## src/rtl/twi_flag_pkg.sv

```systemverilog
package twi_flag_pkg;
  localparam int unsigned NFLAG = 8;
  localparam int unsigned F_ADDR = 0;
  localparam int unsigned F_NACK = 1;
  localparam int unsigned F_STOP = 2;
  localparam int unsigned F_TC   = 3;
  localparam int unsigned F_TCR  = 4;
  localparam int unsigned F_BERR = 5;
  localparam int unsigned F_ARLO = 6;
  localparam int unsigned F_OVR  = 7;
endpackage

```

## src/rtl/twi_byte_counter.sv

```systemverilog
module twi_byte_counter #(
  parameter int unsigned CNT_W = 8
) (
  input  logic             clk_i,
  input  logic             rst_ni,
  input  logic             active_i,
  input  logic             cnt_we_i,
  input  logic [CNT_W-1:0] cnt_i,
  input  logic             start_req_i,
  input  logic             byte_done_i,
  output logic             done_o
);
  localparam logic [CNT_W-1:0] ONE = CNT_W'(1);

  logic [CNT_W-1:0] nbytes_q, cnt_q, load_val;
  logic             load;

  assign load     = start_req_i || (cnt_we_i && cnt_i != '0);
  assign load_val = cnt_we_i ? cnt_i : nbytes_q;
  assign done_o   = active_i && byte_done_i && !load && cnt_q == ONE;

  always_ff @(posedge clk_i or negedge rst_ni) begin
    if (!rst_ni) begin
      nbytes_q <= '0;
      cnt_q    <= '0;
    end else begin
      if (cnt_we_i) nbytes_q <= cnt_i;
      if (!active_i)                      cnt_q <= '0;
      else if (load)                      cnt_q <= load_val;
      else if (byte_done_i && cnt_q != 0) cnt_q <= cnt_q - ONE;
    end
  end


  load_chk: assert property (@(posedge clk_i) disable iff (!rst_ni)
    (active_i && start_req_i && !cnt_we_i) |=> cnt_q == $past(nbytes_q));

  dec_chk: assert property (@(posedge clk_i) disable iff (!rst_ni)
    (active_i && byte_done_i && !load && cnt_q != 0) |=> cnt_q == $past(cnt_q) - ONE);
endmodule

```

## src/rtl/twi_flag_bank.sv

```systemverilog
module twi_flag_bank
  import twi_flag_pkg::*;
(
  input  logic             clk_i,
  input  logic             rst_ni,
  input  logic             active_i,
  input  logic             cfg_reload_i,
  input  logic             cfg_autoend_i,
  input  logic             cfg_nostretch_i,
  input  logic             cfg_master_i,
  input  logic             cfg_sbc_i,
  input  logic             done_i,
  input  logic             ev_stop_i,
  input  logic             ev_stop_self_i,
  input  logic             ev_nack_i,
  input  logic             ev_addr_i,
  input  logic             ev_arlo_i,
  input  logic             ev_berr_i,
  input  logic             ev_ovr_i,
  input  logic             clr_we_i,
  input  logic [NFLAG-1:0] clr_i,
  input  logic             tcr_clr_i,
  input  logic             tc_clr_i,
  output logic [NFLAG-1:0] flags_o
);
  logic [NFLAG-1:0] set_v, clr_v, flag_q;
  logic             addressed_q;

  always_comb begin
    set_v         = '0;
    set_v[F_ADDR] = ev_addr_i;
    set_v[F_NACK] = ev_nack_i;
    set_v[F_STOP] = ev_stop_i && (cfg_master_i ? ev_stop_self_i : addressed_q);
    set_v[F_TC]   = done_i && cfg_master_i && !cfg_reload_i && !cfg_autoend_i;
    set_v[F_TCR]  = done_i && cfg_reload_i && (cfg_master_i || cfg_sbc_i);
    set_v[F_BERR] = ev_berr_i;
    set_v[F_ARLO] = ev_arlo_i;
    set_v[F_OVR]  = ev_ovr_i && !cfg_master_i && cfg_nostretch_i;
  end

  always_comb begin
    clr_v        = clr_we_i ? clr_i : '0;
    clr_v[F_TC]  = tc_clr_i;
    clr_v[F_TCR] = tcr_clr_i;
  end

  for (genvar i = 0; i < NFLAG; i++) begin : g_flag
    always_ff @(posedge clk_i or negedge rst_ni) begin
      if (!rst_ni)       flag_q[i] <= 1'b0;
      else if (!active_i) flag_q[i] <= 1'b0;
      else if (set_v[i])  flag_q[i] <= 1'b1;  // set beats clear
      else if (clr_v[i])  flag_q[i] <= 1'b0;
    end
  end

  always_ff @(posedge clk_i or negedge rst_ni) begin
    if (!rst_ni)                addressed_q <= 1'b0;
    else if (!active_i)         addressed_q <= 1'b0;
    else if (set_v[F_STOP])     addressed_q <= 1'b0;
    else if (ev_addr_i)         addressed_q <= 1'b1;
  end

  assign flags_o = flag_q;


  off_clear_chk: assert property (@(posedge clk_i) disable iff (!rst_ni)
    !active_i |=> flags_o == '0);

  ovr_mode_chk: assert property (@(posedge clk_i) disable iff (!rst_ni)
    $rose(flags_o[F_OVR]) |-> $past(!cfg_master_i && cfg_nostretch_i && ev_ovr_i));

  tc_mode_chk: assert property (@(posedge clk_i) disable iff (!rst_ni)
    $rose(flags_o[F_TC]) |-> $past(cfg_master_i && !cfg_reload_i && !cfg_autoend_i));

  tcr_mode_chk: assert property (@(posedge clk_i) disable iff (!rst_ni)
    $rose(flags_o[F_TCR]) |-> $past(cfg_master_i || cfg_sbc_i));

  set_wins_chk: assert property (@(posedge clk_i) disable iff (!rst_ni)
    (active_i && ev_arlo_i) |=> flags_o[F_ARLO]);
endmodule

```

## src/rtl/twi_irq_gen.sv

```systemverilog
module twi_irq_gen #(
  parameter int unsigned N = 8
) (
  input  logic         clk_i,
  input  logic         rst_ni,
  input  logic [N-1:0] flags_i,
  input  logic [N-1:0] irq_en_i,
  output logic         irq_o
);
  logic irq_q;
  always_ff @(posedge clk_i or negedge rst_ni) begin
    if (!rst_ni) irq_q <= 1'b0;
    else         irq_q <= |(flags_i & irq_en_i);
  end
  assign irq_o = irq_q;


  irq_src_chk: assert property (@(posedge clk_i) disable iff (!rst_ni)
    irq_o |-> $past(flags_i != '0));
endmodule

```

## src/rtl/twi_status_flags.sv

```systemverilog
module twi_status_flags
  import twi_flag_pkg::*;
#(
  parameter int unsigned CNT_W = 8
) (
  input  logic             clk_i,
  input  logic             rst_ni,
  input  logic             en_i,
  input  logic             swrst_i,
  input  logic             cfg_reload_i,
  input  logic             cfg_autoend_i,
  input  logic             cfg_nostretch_i,
  input  logic             cfg_master_i,
  input  logic             cfg_sbc_i,
  input  logic             ev_byte_done_i,
  input  logic             ev_stop_i,
  input  logic             ev_stop_self_i,
  input  logic             ev_nack_i,
  input  logic             ev_addr_i,
  input  logic             ev_arlo_i,
  input  logic             ev_berr_i,
  input  logic             ev_ovr_i,
  input  logic             clr_we_i,
  input  logic [NFLAG-1:0] clr_i,
  input  logic             cnt_we_i,
  input  logic [CNT_W-1:0] cnt_i,
  input  logic             start_req_i,
  input  logic             stop_req_i,
  input  logic [NFLAG-1:0] irq_en_i,
  output logic [NFLAG-1:0] flags_o,
  output logic             irq_o
);
  logic active, done;
  assign active = en_i && !swrst_i;

  twi_byte_counter #(.CNT_W(CNT_W)) u_cnt (
    .clk_i, .rst_ni, .active_i(active), .cnt_we_i, .cnt_i,
    .start_req_i, .byte_done_i(ev_byte_done_i), .done_o(done)
  );

  twi_flag_bank u_bank (
    .clk_i, .rst_ni, .active_i(active),
    .cfg_reload_i, .cfg_autoend_i, .cfg_nostretch_i, .cfg_master_i, .cfg_sbc_i,
    .done_i(done), .ev_stop_i, .ev_stop_self_i, .ev_nack_i, .ev_addr_i,
    .ev_arlo_i, .ev_berr_i, .ev_ovr_i, .clr_we_i, .clr_i,
    .tcr_clr_i(cnt_we_i && cnt_i != '0),
    .tc_clr_i(start_req_i || stop_req_i),
    .flags_o
  );

  twi_irq_gen #(.N(NFLAG)) u_irq (
    .clk_i, .rst_ni, .flags_i(flags_o), .irq_en_i, .irq_o
  );
endmodule

```

## config.mk

```make
export PLATFORM = sky130hd
export DESIGN_NAME = twi_status_flags
export DESIGN_NICKNAME = d
export VERILOG_FILES = /design/src/rtl/twi_flag_pkg.sv /design/src/rtl/twi_byte_counter.sv /design/src/rtl/twi_flag_bank.sv /design/src/rtl/twi_irq_gen.sv /design/src/rtl/twi_status_flags.sv
export SDC_FILE = /design/constraint.sdc
export NUM_CORES = 1
export LEC_CHECK = 0
export ABC_AREA = 1
export BUFFER_PORTS_ARGS = -buffer_cell sky130_fd_sc_hd__buf_2
export CAP_MARGIN = 20
export CORE_ASPECT_RATIO = 1.25
export CORE_MARGIN = 2
export CORE_UTILIZATION = 35
export DETAILED_ROUTE_END_ITERATION = 8
export MAX_ROUTING_LAYER = met4
export PLACE_DENSITY = 0.63
export SLEW_MARGIN = 20
export SYNTH_ARGS = -nofsm -noshare
export SYNTH_HDL_FRONTEND = slang
export SYNTH_SLANG_ARGS = --single-unit
```

## constraint.sdc

```tcl
create_clock -name clk_i -period 1.7 [get_ports clk_i]
set_input_delay 0.17 -clock clk_i [delete_from_list [all_inputs] [get_ports clk_i]]
set_output_delay 0.17 -clock clk_i [all_outputs]
set_load 0.02 [all_outputs]
```

### Word-level counts from Yosys, hierarchy flattened

Cells that the tools add are included.
Widths: inputs -> output; s select.

| word-level totals | value |
|---|---|
| output and inout bits | 9 |
| logic and storage cells | 83 |
| input bits | 45 |
| ROM bits | 0 |
| register bits after elaboration | 26 |
| memory bits (writable) | 0 |
| bits in latches | 0 |
| memories | 0 |

| operators by class | value |
|---|---|
| shift-type cells | 0 |
| multiplexer cells | 33 |
| div/mod/pow operators | 0 |
| eq/ne operators | 11 |
| magnitude comparators | 0 |
| reductions and logical operators | 25 |
| multipliers | 0 |
| bitwise operators | 1 |
| add/subtract/negate cells | 1 |

Operator list:

| kind | number |
|---|---|
| $mux 8 | 5 |
| $ne 3x3->1 const B | 10 |
| $mux 1 | 28 |
| $reduce_bool 8->1 | 2 |
| $logic_and 1x1->1 | 14 |
| $and 8x8->8 | 1 |
| $eq 8x1->1 const B | 1 |
| $reduce_or 8->1 | 1 |
| $sub 8x1->8 const B | 1 |
| $logic_not 1->1 | 5 |
| $logic_or 1x1->1 | 3 |

### Depth between registers and ports, before layout

| logic depth | value |
|---|---|
| depth in word-level cells | 11 |
| depth in mapped cells | 10 |
| gate-level depth less buffers | 10 |

### Hierarchy

From an unflattened synthesis, not the netlist that was laid out.

| second synthesis, totals | value |
|---|---|
| cells, all modules | 213 |
| area, all modules | 1512.7 µm² |

By module, submodules not included:

| module | times used | cells an instance | seq. area each (µm²) | area an instance (µm²) |
|---|---|---|---|---|
| twi_byte_counter | 1 | 136 | 400.4 | 982.2 |
| twi_flag_bank | 1 | 49 | 225.2 | 401.6 |
| twi_irq_gen | 1 | 16 | 25.0 | 81.3 |
| twi_status_flags | 1 | 12 | 0.0 | 47.5 |

### Worst setup path after synthesis

OpenSTA, ideal clock, no wires.

| path | value |
|---|---|
| path type | register to register |
| from | register u_cnt.cnt_q[0] |
| to | register u_cnt.cnt_q[0] |
| path slack | 0.297 ns |
| library setup time | 0.116 ns |
| arrival | 1.287 ns |
| cell stages (with the launch flop) | 10 |
| cell sequence | dfrtp_1 > inv_1 > ha_1 > nand2_2 > o21ai_2 > nand2_2 > nor2_8 > nor2_4 > nand2_1 > nand2_1 |

| on the way | value |
|---|---|
| cells in the longest elaborated chain, start to end | 4 |
| elaborated cells between the ends (all ways) | 7 |

RTL lines:

| item | line | text |
|---|---|---|
| start, declared | twi_byte_counter.sv:15 | `logic [CNT_W-1:0] nbytes_q, cnt_q, load_val;` |
| start signal, assigned | twi_byte_counter.sv:29 | `else if (load) cnt_q <= load_val;` |
| start signal, assigned | twi_byte_counter.sv:30 | `else if (byte_done_i && cnt_q != 0) cnt_q <= cnt_q - ONE;` |
| $sub 8x1->8 | twi_byte_counter.sv:30 |  |
| $mux 8 | twi_byte_counter.sv:30 |  |
| $mux 8 | twi_byte_counter.sv:29 |  |
| $mux 8 | twi_byte_counter.sv:28 | `if (!active_i) cnt_q <= '0;` |

Parallel ways exist; a longest one is shown, timed or not. The select of a mux whose other input is x is not followed.
A chain may end at the register's enable or synchronous reset.

### Final worst setup path

| path | value |
|---|---|
| from | register u_cnt.cnt_q[0] |
| to | register u_cnt.cnt_q[4] |

Same word-level chain as after synthesis.

==> impl_metrics.yaml <==
yosys:
  yosys_warnings: 0
  synthFlopType: "dfrtp_1"
  avgSynthCellArea_um2: 7.533
  synth_cells: 192
  syn_area_um2: 1446
  ys_seq_elements: 26
  synth_top_family_by_area: "simple AND/OR/NAND/NOR gates"
  synth_edf_count: 0
  synth_mux_area_share_pct: 0
  synthXorXnorAreaFrac_pct: 2.422
  async_reset_ff_share_pct: 100.0
  netlist-cell-type-count: 25
  synth-simple-area-share_pct: 40.40
  synth_fa_ha_area_share_pct: 1.730
  synth_nets: 239
  synth_compound_area_share_pct: 7.266
  ys_seq_area_share_pct: 44.98
clocking:
  cts_root_buf: "clkbuf_8"
  cts_htree_levels: 1
  cts.clk_slew.worst_paths_ns: 0.09
  cts_setup_buffers: 0
  cts_hold_buf: 1
  clock_latency_ns: 0.28
  cts_buffers: 3
  clock_path_buffers: 2
  cts_sinks: 26
  cts_tree: "done"
  post_cts_resized: 0
hold_path:
  min_to: "u_bank.flags_o[1]$_DFFE_PN0P_"
  worstHoldStart: "ev_nack_i"
  hp-class: "input pin to register"
  holdPathStages: 3
floorplanning:
  die_w_um: 61.50
  core_area_um2: 4034
  die_h_um: 75.88
  start_util_pct: 35.86
  row_count: 26
  die-area_um2: 4666
  io_pins: 54
grt:
  first_global_vias: 1281
  grt_use_total_pct: 16.33
  overflow: 0
  antenna_found_initial: 0
  grt_max_degree: 27
  grt_first_pass_wirelength_um: 5409
sta:
  fin_setup_tns_ns: 0
  final-hold-violation-count: 0
  final.min_clock_period_ns: 1.536
  drv_slew: 0
  rsz0062_at_grt: "false"
  fin_hold_ws_ns: 0.1039
  skew_ns: 0.001876
  max_slew_margin_pct: 61.55
  max_slew.worst_pin.slew_ns: 0.5767
  fmax_mhz: 650.8
  layout_setup_ws_ns: 0.1635
  period_share_pct: 90.38
  finalSetupViolCount: 0
worst_setup_path:
  cp_max_fo: 9
  crit_buf_inv: 1
  slowest_stage: "dfrtp_1"
  max_stage_delay_ns: 0.42
  regToRegSetupSlack_ns: 0.16
  crit_path_start_kind: "register"
  worstPathCellList: "inv_1 -> ha_1 -> nand2_2 -> o21ai_2 -> nand2_2 -> nor2_8 -> nor2_4 -> nand2_1 -> nand2_1"
  criticalPathCategory: "register to register"
  timing.rr.start: "u_cnt.cnt_q[0]$_DFFE_PN0P_"
  rr_worst_depth: 9
  cp_top_family: "simple AND/OR/NAND/NOR gates"
  r2r_end: "u_cnt.cnt_q[4]$_DFFE_PN0P_"
  arrival_ns: 1.71
  cp-end-kind: "register"
  required_ns: 1.88
final_layout:
  final_net_count: 295
  num_antenna_cells: 0
  syn_to_final_growth_pct: 27.77
  final_layout_size_suffix_gt1_share_pct: 31.17
power:
  ir_worst_vdd_mv: 0.3689
  p_per_area_nw_per_um2: 807.5
  p_leak_uw: 0.001035
outcome:
  status: "finished, final reports clean"
run:
  drv_cap: 0
detailed_routing:
  drc_errors: 0
  wl_per_cell_um: 11.15
  vias_per_cell: 4.584
  routed-via-count: 1389
  drt_wl_total_um: 3377
  ant_nets: 0
  drt_first_pass_iters: 4
  drt-initial-drc-count: 19
placed_design:
  hpwlAfterDp_um: 2631
  dp_worst_setup_slack_ns: 0.1551
  placement.io_buffers: 51
  gp_congestion: 0.8721
==> worst max path at each step <==
stage | startpoint | endpoint | slack [ns] | cells after the start
3_5_place_dp | u_cnt.cnt_q[0]$_DFFE_PN0P_ | u_cnt.cnt_q[4]$_DFFE_PN0P_ | 0.16 | 9
4_1_cts | u_cnt.cnt_q[0]$_DFFE_PN0P_ | u_cnt.cnt_q[4]$_DFFE_PN0P_ | 0.14 | 9
2_1_floorplan | u_cnt.cnt_q[0]$_DFFE_PN0P_ | u_cnt.cnt_q[0]$_DFFE_PN0P_ | 0.30 | 9
6_report | u_cnt.cnt_q[0]$_DFFE_PN0P_ | u_cnt.cnt_q[4]$_DFFE_PN0P_ | 0.16 | 9
5_1_grt | u_cnt.cnt_q[0]$_DFFE_PN0P_ | u_cnt.cnt_q[4]$_DFFE_PN0P_ | 0.009 | 9
3_3_place_gp | u_cnt.cnt_q[0]$_DFFE_PN0P_ | u_cnt.cnt_q[7]$_DFFE_PN0P_ | 0.18 | 9
==> cell families after synthesis <==
kind of cell	Yosys count
AOI/OAI and AO/OA	16
xor gates and xnor gates	4
adders and majority gates	2
buffers and inverters	12
DFF	26
and+or+nand+nor	132
==> per-layer routing <==
metal	track usage, %	vias to the layer above	share of wire, %
met3	2.207	5	6.7
met1	17.38	624	42
met5	-	-	0
met2	29.47	49	50
met4	7.092	0	1.9
li1	-	711	-
==> power breakdown <==
part           internal, µW  switching (µW)  total (µW)  leakage [µW]
sequential              654            22.4         677      0.000341
combinational           122             173         295      0.000658
clock                   316             205         521     0.0000357
==> worst register-to-register path: stages (launching register included) <==
cell,delay [ns]
dfrtp_1,0.42
inv_1,0.09
ha_1,0.21
nand2_2,0.09
o21ai_2,0.14
nand2_2,0.10
nor2_8,0.19
nor2_4,0.08
nand2_1,0.07
nand2_1,0.04
==> Yosys cell counts, types with 2 or more instances <==
library cell,instances,area (µm²)
a21oi_1,8,40.04
a221oi_1,2,17.52
dfrtp_1,26,650.6
ha_1,2,25.02
inv_1,7,26.28
inv_2,4,15.01
nand2_1,91,341.6
nand2_2,10,62.56
nand3_1,5,25.02
nor2_1,16,60.06
nor2_4,3,33.78
nor3_1,2,10.01
o21ai_2,2,17.52
xnor2_1,3,26.28
==> sequential cells by signal, indices dropped and copies added (netlist names) <==
signal / cells
u_bank.addressed_q: 1
u_bank.flags_o: 8
u_cnt.cnt_q: 8
u_cnt.nbytes_q: 8
u_irq.irq_o: 1
==> through the flow <==
step | total power, µW | cell area, µm² | utilization (%) | instances
after floorplan | 875.8 | 1446 | - | 192
after global placement | 984.3 | 1767 | 43.80 | 298
after detailed placement | 988.3 | 1767 | 43.80 | 298
after CTS | 1521 | 1848 | 45.81 | 303
after global routing | 1580 | 1848 | 45.81 | 303
final | 1492 | 1848 | 45.81 | 303
==> placed cells by master (no fill, tap or decap), drive strengths merged <==
master       Yosys  layout
nand2          102     102
buf              1      51
dfrtp           26      26
nor2            21      21
inv             11      11
a21oi            8       8
nand3            5       5
xnor2            3       3
clkbuf           0       3
o21ai            3       3
a221oi           2       2
nor3             2       2
ha               2       2
nand4            1       1
o211ai           1       1
nand3b           1       1
o211a            1       1
xor2             1       1
o21a             1       1
bufinv           0       1
dlygate4sd3      0       1
==> layout make-up <==
cell class,instances,area [µm²]
sequential,26,650.6
multi-input combinational,154,749.5
inverter,11,41.29
clock inverter,1,30.03
timing repair buffer,52,265.3
fill,441,2186
clock buffer,3,41.29
tap,56,70.07
(Power assumes the default switching activity.)
